**src/rtl/pin_status_pkg.sv**
```systemverilog
package pin_status_pkg;
    localparam int unsigned STATUS_W = 32;
    localparam int unsigned INT_N    = 4;
    localparam int unsigned IO_N     = 3;
    localparam int unsigned LEVEL_N  = INT_N + IO_N;
    localparam int unsigned EQ_BIT   = LEVEL_N;
    localparam int unsigned EVT_BIT  = LEVEL_N + 1;
    localparam int unsigned IO3_IDX  = LEVEL_N - 1;

    typedef enum logic [1:0] {
        IO3_PLAIN     = 2'd0,
        IO3_TIMING    = 2'd1,
        IO3_TIMER_IRQ = 2'd2,
        IO3_SPARE     = 2'd3
    } io3_mode_e;

    typedef struct packed {
        logic evt;
        logic eq;
    } sticky_t;
endpackage

```
**src/rtl/pin_sync.sv**
```systemverilog
module pin_sync #(
    parameter int unsigned W = 7
) (
    input  logic         clk,
    input  logic         rst,
    input  logic [W-1:0] raw,
    output logic [W-1:0] synced
);
    typedef struct packed {
        logic [W-1:0] s1;
        logic [W-1:0] s2;
    } chain_t;

    chain_t chain_d, chain_q;

    always_comb begin
        chain_d    = chain_q;
        chain_d.s1 = raw;
        chain_d.s2 = chain_q.s1;
    end

    // both stages return to zero on reset
    always_ff @(posedge clk) begin
        if (rst) chain_q <= '0;
        else     chain_q <= chain_d;
    end

    assign synced = chain_q.s2;
endmodule

```
**src/rtl/sticky_flags.sv**
```systemverilog
module sticky_flags
    import pin_status_pkg::*;
#(
    parameter int unsigned MATCH_W = 16
) (
    input  logic               clk,
    input  logic               rst,
    input  logic               io3_level,
    input  logic [1:0]         mode,
    input  logic               polarity,
    input  logic [MATCH_W-1:0] cmp_value,
    input  logic [MATCH_W-1:0] timer_value,
    input  logic               clear,
    output sticky_t            flags
);
    io3_mode_e mode_e;
    logic      hit_evt;
    logic      hit_eq;
    sticky_t   flags_d, flags_q;

    always_comb begin
        mode_e  = io3_mode_e'(mode);
        // event condition armed only in timing mode
        hit_evt = (mode_e == IO3_TIMING) && (io3_level == polarity);
        // match armed in timing and timer-interrupt modes
        hit_eq  = ((mode_e == IO3_TIMING) || (mode_e == IO3_TIMER_IRQ)) &&
                  (cmp_value == timer_value);
        flags_d = flags_q;
        if (clear) begin
            // clear takes priority over a coincident set
            flags_d = '0;
        end else begin
            // sticky accumulation
            flags_d.evt = flags_q.evt | hit_evt;
            flags_d.eq  = flags_q.eq  | hit_eq;
        end
    end

    always_ff @(posedge clk) begin
        if (rst) flags_q <= '0;
        else     flags_q <= flags_d;
    end

    assign flags = flags_q;
endmodule

```
**src/rtl/pin_status_word.sv**
```systemverilog
module pin_status_word
    import pin_status_pkg::*;
#(
    parameter int unsigned MATCH_W = 16
) (
    input  logic                clk,
    input  logic                rst,
    input  logic [INT_N-1:0]    int_pins,
    input  logic [IO_N-1:0]     io_pins,
    input  logic [1:0]          io3_mode,
    input  logic                io3_polarity,
    input  logic [MATCH_W-1:0]  cmp_value,
    input  logic [MATCH_W-1:0]  timer_value,
    input  logic                cmp_wr,
    input  logic                ctl_wr,
    input  logic                ctl_clr_bit,
    output logic [STATUS_W-1:0] status_word
);
    logic [LEVEL_N-1:0]  level_sync;
    logic                flag_clear;
    sticky_t             flags_q;
    logic [STATUS_W-1:0] status_d, status_q;

    // interrupt pins below, I/O pins above
    pin_sync #(.W(LEVEL_N)) u_sync (
        .clk    (clk),
        .rst    (rst),
        .raw    ({io_pins, int_pins}),
        .synced (level_sync)
    );

    // two clear sources
    assign flag_clear = cmp_wr | (ctl_wr & ctl_clr_bit);

    sticky_flags #(.MATCH_W(MATCH_W)) u_flags (
        .clk         (clk),
        .rst         (rst),
        .io3_level   (level_sync[IO3_IDX]),
        .mode        (io3_mode),
        .polarity    (io3_polarity),
        .cmp_value   (cmp_value),
        .timer_value (timer_value),
        .clear       (flag_clear),
        .flags       (flags_q)
    );

    // reserved bits zero, levels bypass polarity
    always_comb begin
        status_d                = '0;
        status_d[LEVEL_N-1:0]   = level_sync;
        status_d[EQ_BIT]        = flags_q.eq;
        status_d[EVT_BIT]       = flags_q.evt;
    end

    always_ff @(posedge clk) begin
        if (rst) status_q <= '0;
        else     status_q <= status_d;
    end

    assign status_word = status_q;
endmodule

```
**config.mk**
```make
export PLATFORM = sky130hd
export DESIGN_NAME = pin_status_word
export DESIGN_NICKNAME = d
export VERILOG_FILES = /design/src/rtl/pin_status_pkg.sv /design/src/rtl/pin_sync.sv /design/src/rtl/sticky_flags.sv /design/src/rtl/pin_status_word.sv
export SDC_FILE = /design/constraint.sdc
export NUM_CORES = 1
export LEC_CHECK = 0
export ABC_AREA = 1
export BUFFER_PORTS_ARGS = -buffer_cell sky130_fd_sc_hd__buf_2
export CAP_MARGIN = 20
export CORE_AREA = 2 2 62 64
export CTS_CLUSTER_DIAMETER = 30
export DETAILED_ROUTE_END_ITERATION = 12
export DIE_AREA = 0 0 64 66
export PLACE_DENSITY_LB_ADDON = 0.25
export SYNTH_ARGS = -nofsm -noshare
export SYNTH_HDL_FRONTEND = slang
export SYNTH_SLANG_ARGS = --single-unit
```
**constraint.sdc**
```tcl
create_clock -name clk -period 0.9 [get_ports clk]
set_input_delay 0.09 -clock clk [delete_from_list [all_inputs] [get_ports clk]]
set_output_delay 0.09 -clock clk [all_outputs]
set_load 0.05 [all_outputs]
```
==> results of run 1 <==
sequential cells by signal, indices dropped and copies added (netlist names):
name,cells
u_sync.chain_d,7
u_flags.flags,2
status_word,9
u_sync.synced,7
through the flow:
step | area [µm²] | hold slack, ns | utilization, % | total power, mW
after floorplan | 1270 | 0.161 | - | 1.63
after global placement | 1440 | 0.293 | 40.4 | 1.68
after detailed placement | 1440 | 0.297 | 40.4 | 1.68
after CTS | 1600 | 0.0489 | 45.0 | 2.19
after global routing | 1620 | 0.0499 | 45.6 | 2.30
final | 1620 | 0.0610 | 45.6 | 2.16
synth_stat cells:
| cell type | count | area share (%) |
|---|---|---|
| a211o_1 | 1 | 0.73 |
| o21ai_1 | 1 | 0.42 |
| xor2_1 | 3 | 2.2 |
| o21ai_0 | 3 | 1.3 |
| dfxtp_1 | 25 | 42 |
| nor2_1 | 39 | 12 |
| buf_2 | 2 | 0.84 |
| buf_4 | 23 | 14 |
| xnor2_1 | 1 | 0.73 |
| a21oi_2 | 1 | 0.73 |
| or2_2 | 1 | 0.52 |
| a21oi_1 | 1 | 0.42 |
| conb_1 | 1 | 0.31 |
| inv_1 | 41 | 13 |
| ha_1 | 1 | 1.0 |
| nand2_1 | 25 | 7.9 |
| nand3_1 | 3 | 1.3 |
report_power, final:
part	internal, mW	total (mW)	leakage (nW)	switching [mW]
sequential	1.15	1.16	0.210	0.0109
combinational	0.173	0.543	0.695	0.370
clock	0.173	0.460	0.0150	0.287
worst reg2reg max path, stage by stage (launching register included):
cell and delay [ns]:
dfxtp_2 0.33, inv_1 0.05, or2_4 0.22, nand3_2 0.05
a21oi_1 0.05
metal layers:
| metal | GRT usage (%) | up-vias | part of all wire (%) |
|---|---|---|---|
| li1 | - | 567 | - |
| met1 | 10.1 | 397 | 39 |
| met2 | 14.8 | 41 | 51 |
| met3 | 1.53 | 2 | 8.3 |
| met4 | 4.89 | 0 | 1.2 |
| met5 | 0 | - | 0 |
area by class of cell:
class	count	area, µm²
inverter	41	154
multi-input combinational	103	445
timing repair buffer	63	420
sequential	25	513
clock buffer	4	26.3
tap	48	60.1
fill	367	1930
cells by family after synthesis:
group,count (synthesis)
simple gates,68
other cells,1
flops,25
xor+xnor,4
fa+ha+maj,1
compound gates,7
buf+inv,66
how the worst max path moves through the flow:
stage                        start               end  slack, ns  cells past startpoint
CTS                 status_word[3]    status_word[3]     -0.002                      1
global placement       io3_mode[0]  u_flags.flags[0]      -0.08                      7
floorplan              io3_mode[1]  u_flags.flags[0]       0.05                      7
finish              status_word[2]    status_word[2]       0.01                      1
global route        status_word[2]    status_word[2]      -0.04                      1
detailed placement     io3_mode[0]  u_flags.flags[0]       -0.1                      7
timing repair:
action,4_1_cts,5_1_grt
hold buffers,7,0
endpoints found under the setup margin,9,10
resized for setup,26,7
cloned,0,0
endpoints found under the hold margin,7,0
==> results.py, run 1 <==
metrics = {
    "run_status": {
        "status": "finished clean",
    },
    "hold_path": {
        "hold_path_cell_cnt": 3,
        "worst_hold_path.endpoint": "u_flags.flags[0]",
        "hold_path_startpoint": "cmp_wr",
        "hp-class": "input port to flip-flop",
    },
    "run": {
        "reported_max_cap_violation_count": 0,
    },
    "clock_network": {
        "postCtsSetupBuffers": 0,
        "total_clock_buffers_created_by_cts": 3,
        "cts.sinks": 25,
        "clock_path_buffers": 2,
        "clk_pin_slew_ns": 0.12,
        "tritoncts": "done",
        "worstSkewPairLatency_ns": 0.30,
        "root_buffer": "clkbuf_4",
        "cts_htree_levels": 1,
    },
    "global_routing": {
        "grt_use_total_pct": 8.64,
        "grt_start_max_net_pins": 24,
        "grt_antenna_before_repair": 0,
        "globalRouteOverflowTotal": 0,
        "first_pass_grt_wire_length_um": 2890,
        "vias_in_the_first_global_route": 752,
    },
    "final_layout": {
        "ant_diodes": 0,
        "finish.net_count": 285,
        "final_common_cell": "buf_2",
        "syn2layout_area_growth_pct": 35.8,
        "post_route_cells_drive_above_1_share_pct": 30.5,
        "most_used_cells_in_the_layout_excluding_fill_and_tap_cells": "buf_2, inv_1, nor2_1",
        "instances_no_fill": 284,
    },
    "yosys": {
        "synth_simple_gate_area_share_pct": 21.9,
        "number_of_cells_produced_by_synthesis": 172,
        "synth_top_family_by_area": "buffers and inverters",
        "synthAdderAreaFrac_pct": 1.05,
        "synth-compound-area-share_pct": 3.57,
        "yosys_warnings": 0,
        "synth_sequential_area_ratio_pct": 42.0,
        "muxShareOfSynthArea_pct": 0,
        "ys_seq_elements": 25,
        "postSynthAreaPerCell_um2": 6.93,
        "synth_xor_xnor_area_share_pct": 2.94,
        "synth_cell_types": 17,
        "syn-cell-area_um2": 1190,
    },
    "setup_path": {
        "reg2reg_from": "u_sync.synced[6]",
        "max_stage_delay_ns": 0.35,
        "setup.reg_to_reg.worst_slack_ns": 0.09,
        "timing.critical_path.arrival_ns": 0.80,
        "path_delay_family": "flip-flops",
        "timing.critical_path.fanout_max": 1,
        "worstSetupEndpointType": "output pin",
        "timing.critical_path.required_ns": 0.81,
        "critPathLaunchType": "flip-flop",
        "regToRegEndpoint": "u_flags.flags[1]",
        "worstSetupPathType": "flip-flop to output pin",
        "timing.critical_path.cells": "buf_6",
        "worstPathBufferInverterCount": 1,
        "critPathSlowestCell": "dfxtp_2",
        "reg2reg_depth": 4,
    },
    "route": {
        "drt_iter0_markers": 28,
        "vias_per_cell": 3.55,
        "num_vias": 1007,
        "drt_pre_antenna_iters": 4,
        "drc": 0,
        "post_drt_wl_per_cell_um": 6.64,
        "ant_nets_after_route": 0,
        "detail_route.wirelength_um": 1890,
    },
    "placement": {
        "finalWeightedCongestion": 0.648,
        "portBuffers": 55,
        "numPlacedInstances": 273,
        "detailed_place_hpwl_um": 1480,
        "pre_cts_slack_ns": -0.0984,
    },
    "die": {
        "placement_rows": 22,
        "start_util_pct": 33.6,
        "design.portCount": 79,
        "fp.dieArea_um2": 4220,
        "die-width_um": 64,
        "die_h_um": 66,
        "fp.coreArea_um2": 3550,
    },
    "timing": {
        "finalMaxSlewViolations": 0,
        "final.setup.worst_slack_ns": 0.0129,
        "finalWorstPathRequiredPeriod_ns": 0.887,
        "hold_violations": 0,
        "fmaxAchievable_mhz": 1130,
        "final.setup_skew_ns": 0.00113,
        "setup-violations-final": 0,
        "fin_tns_setup_ns": 0,
        "layout_worst_path_cycle_share_pct": 98.6,
        "unrepaired_setup_endpoints_after_global_routing": "true",
    },
    "pwr": {
        "power-per-cell-area_nw_per_um2": 1330,
        "ir_worst_vdd_mv": 0.558,
        "power_leakage_nw": 0.919,
    },
}
Note: power is estimated with default switching activity, not from simulation.
==> run 2, diff against run 1 <==
Settings changed: ABC_AREA 1 to default, CORE_AREA 2 2 62 64 to 2 2 58 60, DIE_AREA 0 0 64 66 to 0 0 60 62, SLEW_MARGIN from default to 25.
==> results.py, run 2 <==
metrics = {
    "route": {
        "vias_per_cell": 3.73,
        "drt_iter0_markers": 11,
        "num_vias": 802,
        "ant_nets_after_route": 0,
        "drt_pre_antenna_iters": 2,
        "post_drt_wl_per_cell_um": 8.16,
        "drc": 0,
        "detail_route.wirelength_um": 1750,
    },
    "yosys": {
        "ys_seq_elements": 25,
        "number_of_cells_produced_by_synthesis": 105,
        "synth.top_cells.by_area": "dfxtp_1, buf_4, nor2b_1",
        "muxShareOfSynthArea_pct": 0,
        "synth_ff_type": "dfxtp_1",
        "number_of_flops_mapped_to_enable_cells_by_yosys": 0,
        "synth_simple_gate_area_share_pct": 18.1,
        "ys_async_sr_fraction_pct": 0,
        "synthDominantAreaCellType": "dfxtp_1",
        "synthAdderAreaFrac_pct": 1.18,
        "yosys_warnings": 0,
        "synth-compound-area-share_pct": 1.65,
        "leading_post_synthesis_cells_by_instance_count": "dfxtp_1, nor2b_1, buf_4",
        "synth_cell_types": 17,
        "synth_top_family_by_area": "simple AND/OR/NAND/NOR gates",
        "synth_sequential_area_ratio_pct": 47.3,
        "synth_xor_xnor_area_share_pct": 14.1,
        "syn-cell-area_um2": 1060,
        "most_frequent_cell_after_synthesis": "dfxtp_1",
        "synth_largest_type_area_fraction_pct": 47.3,
        "postSynthAreaPerCell_um2": 10.1,
    },
    "timing": {
        "layout_worst_path_cycle_share_pct": 98.7,
        "setup-violations-final": 0,
        "fmaxAchievable_mhz": 1130,
        "finalWorstPathRequiredPeriod_ns": 0.888,
        "hold_violations": 0,
        "final.setup_skew_ns": 0.00190,
        "unrepaired_setup_endpoints_after_global_routing": "true",
        "finalMaxSlewViolations": 0,
    },
    "final_layout": {
        "layout.cell_area.non_filler_um2": 1490,
        "ant_diodes": 0,
        "post_route_cells_drive_above_1_share_pct": 40.2,
        "syn2layout_area_growth_pct": 40.5,
        "fillCellCount": 313,
        "finish.net_count": 218,
        "largest_reg_flops": 9,
        "instances_no_fill": 215,
        "most_used_cells_in_the_layout_excluding_fill_and_tap_cells": "buf_2, nor2b_1, conb_1",
        "final_common_cell": "buf_2",
    },
    "clock_network": {
        "cts_htree_levels": 1,
        "total_clock_buffers_created_by_cts": 3,
        "postCtsSetupBuffers": 0,
        "clock_path_buffers": 2,
        "tritoncts": "done",
        "cts.sinks": 25,
        "clk_pin_slew_ns": 0.12,
        "root_buffer": "clkbuf_4",
        "worstSkewPairLatency_ns": 0.30,
    },
    "setup_path": {
        "critPathSlowestCell": "dfxtp_2",
        "critPathLaunchType": "flip-flop",
        "worstSetupEndpointType": "output pin",
        "timing.critical_path.arrival_ns": 0.80,
        "timing.critical_path.fanout_max": 1,
        "worstSetupPathType": "flip-flop to output pin",
        "worstPathBufferInverterCount": 1,
        "path_delay_family": "flip-flops",
        "max_stage_delay_ns": 0.35,
        "timing.critical_path.required_ns": 0.81,
        "timing.critical_path.cells": "buf_6",
    },
    "pwr": {
        "power.net_switching_uw": 640,
        "power-per-cell-area_nw_per_um2": 1430,
        "finalPower_mw": 2.13,
        "power_report.internal_total_mw": 1.49,
        "power.clock.fraction_pct": 21.7,
        "power.share.combinational_pct": 24.1,
        "ir_worst_vdd_mv": 0.418,
        "power_frac_seq_pct": 54.2,
        "power_switching_share_pct": 30.0,
        "power_leakage_nw": 0.719,
    },
    "placement": {
        "portBuffers": 55,
        "place_area_um2": 1300,
        "detailed_place_hpwl_um": 1420,
        "numPlacedInstances": 204,
        "finalWeightedCongestion": 0.658,
    },
    "hold_path": {
        "hp-class": "input port to flip-flop",
    },
    "die": {
        "fp.coreArea_um2": 3180,
        "start_util_pct": 33.3,
        "fp.dieArea_um2": 3720,
        "design.portCount": 79,
        "die-width_um": 60,
        "die_h_um": 62,
        "placement_rows": 21,
    },
    "run_status": {
        "status": "finished clean",
    },
    "global_routing": {
        "vias_in_the_first_global_route": 725,
        "globalRouteOverflowTotal": 0,
        "grt_start_max_net_pins": 24,
        "grt_use_total_pct": 9.66,
        "grt_antenna_before_repair": 0,
        "first_pass_grt_wire_length_um": 2690,
    },
    "run": {
        "reported_max_cap_violation_count": 0,
    },
}
## run 2: tightest hold or removal path: stages
cell and delay, ns:
buf_2 0.08, a211oi_1 0.06, nand2_1 0.06, o21ai_1 0.05
## run 2: area by class of cell
type                            count  area [µm²]  share of cell area (%)
Clock buffer                        4        26.3                    1.77
Inverter                            1        3.75                   0.252
Multi-Input combinational cell     76         457                    30.7
Sequential cell                    25         512                    34.4
Tap cell                           46        57.6                    3.87
Timing Repair Buffer               63         432                    29.0
## run 2: final timing paths
| kind | start | end | slack, ns | depth (start not counted) |
|---|---|---|---|---|
| worst max-delay path | status_word[7] | status_word[7] | 0.01 | 1 |
| worst min-delay path | cmp_wr | u_flags.flags[0] | 0.08 | 4 |
| worst max register to register | u_sync.synced[6] | u_flags.flags[1] | 0.16 | 3 |
| worst min register to register | u_sync.synced[3] | status_word[3] | 0.45 | 1 |
## run 2: layer usage
metal / wire length [µm] / track usage [%] / part of all wire (%) / vias up
met2: 992 / 19.9 / 57 / 43
li1: - / - / - / 409
met1: 593 / 9.29 / 34 / 348
met4: 19 / 4.76 / 1.1 / 0
met5: 0 / 0 / 0 / -
met3: 148 / 1.24 / 8.4 / 2
## run 2: repair_timing
item	CTS	global route
hold endpoints to repair	7	0
resized for setup	27	6
cloned	0	0
hold buffers	7	0
setup endpoints to repair	9	9
## run 2: power groups by stage
stage               clock network [mW]  logic (mW)  registers, mW
floorplan                            0       0.386           1.21
global placement                     0       0.467           1.18
detailed placement                   0       0.477           1.18
CTS                              0.498       0.511           1.16
global route                     0.547       0.551           1.16
finish                           0.463       0.514           1.16
## run 2: kinds of logic after synthesis
kind of cell / Yosys count
flip-flops: 25
XOR/XNOR: 17
AO/OA/AOI/OAI: 3
adder cells (fa/ha/maj): 1
buffers and inverters: 26
other: 1
AND/OR/NAND/NOR: 32
## run 2: per-stage QoR
stage                     worst slack, ns  hold slack, ns  utilization, %  setup TNS, ns
after CTS                        -0.00771          0.0704            46.1        -0.0179
final                              0.0117          0.0796            46.8              0
after global placement            -0.0146           0.299            40.9        -0.0146
after floorplan                     0.144           0.162               -              0
after detailed placement          -0.0472           0.307            40.9        -0.0472
after global routing              -0.0321          0.0874            46.8         -0.219
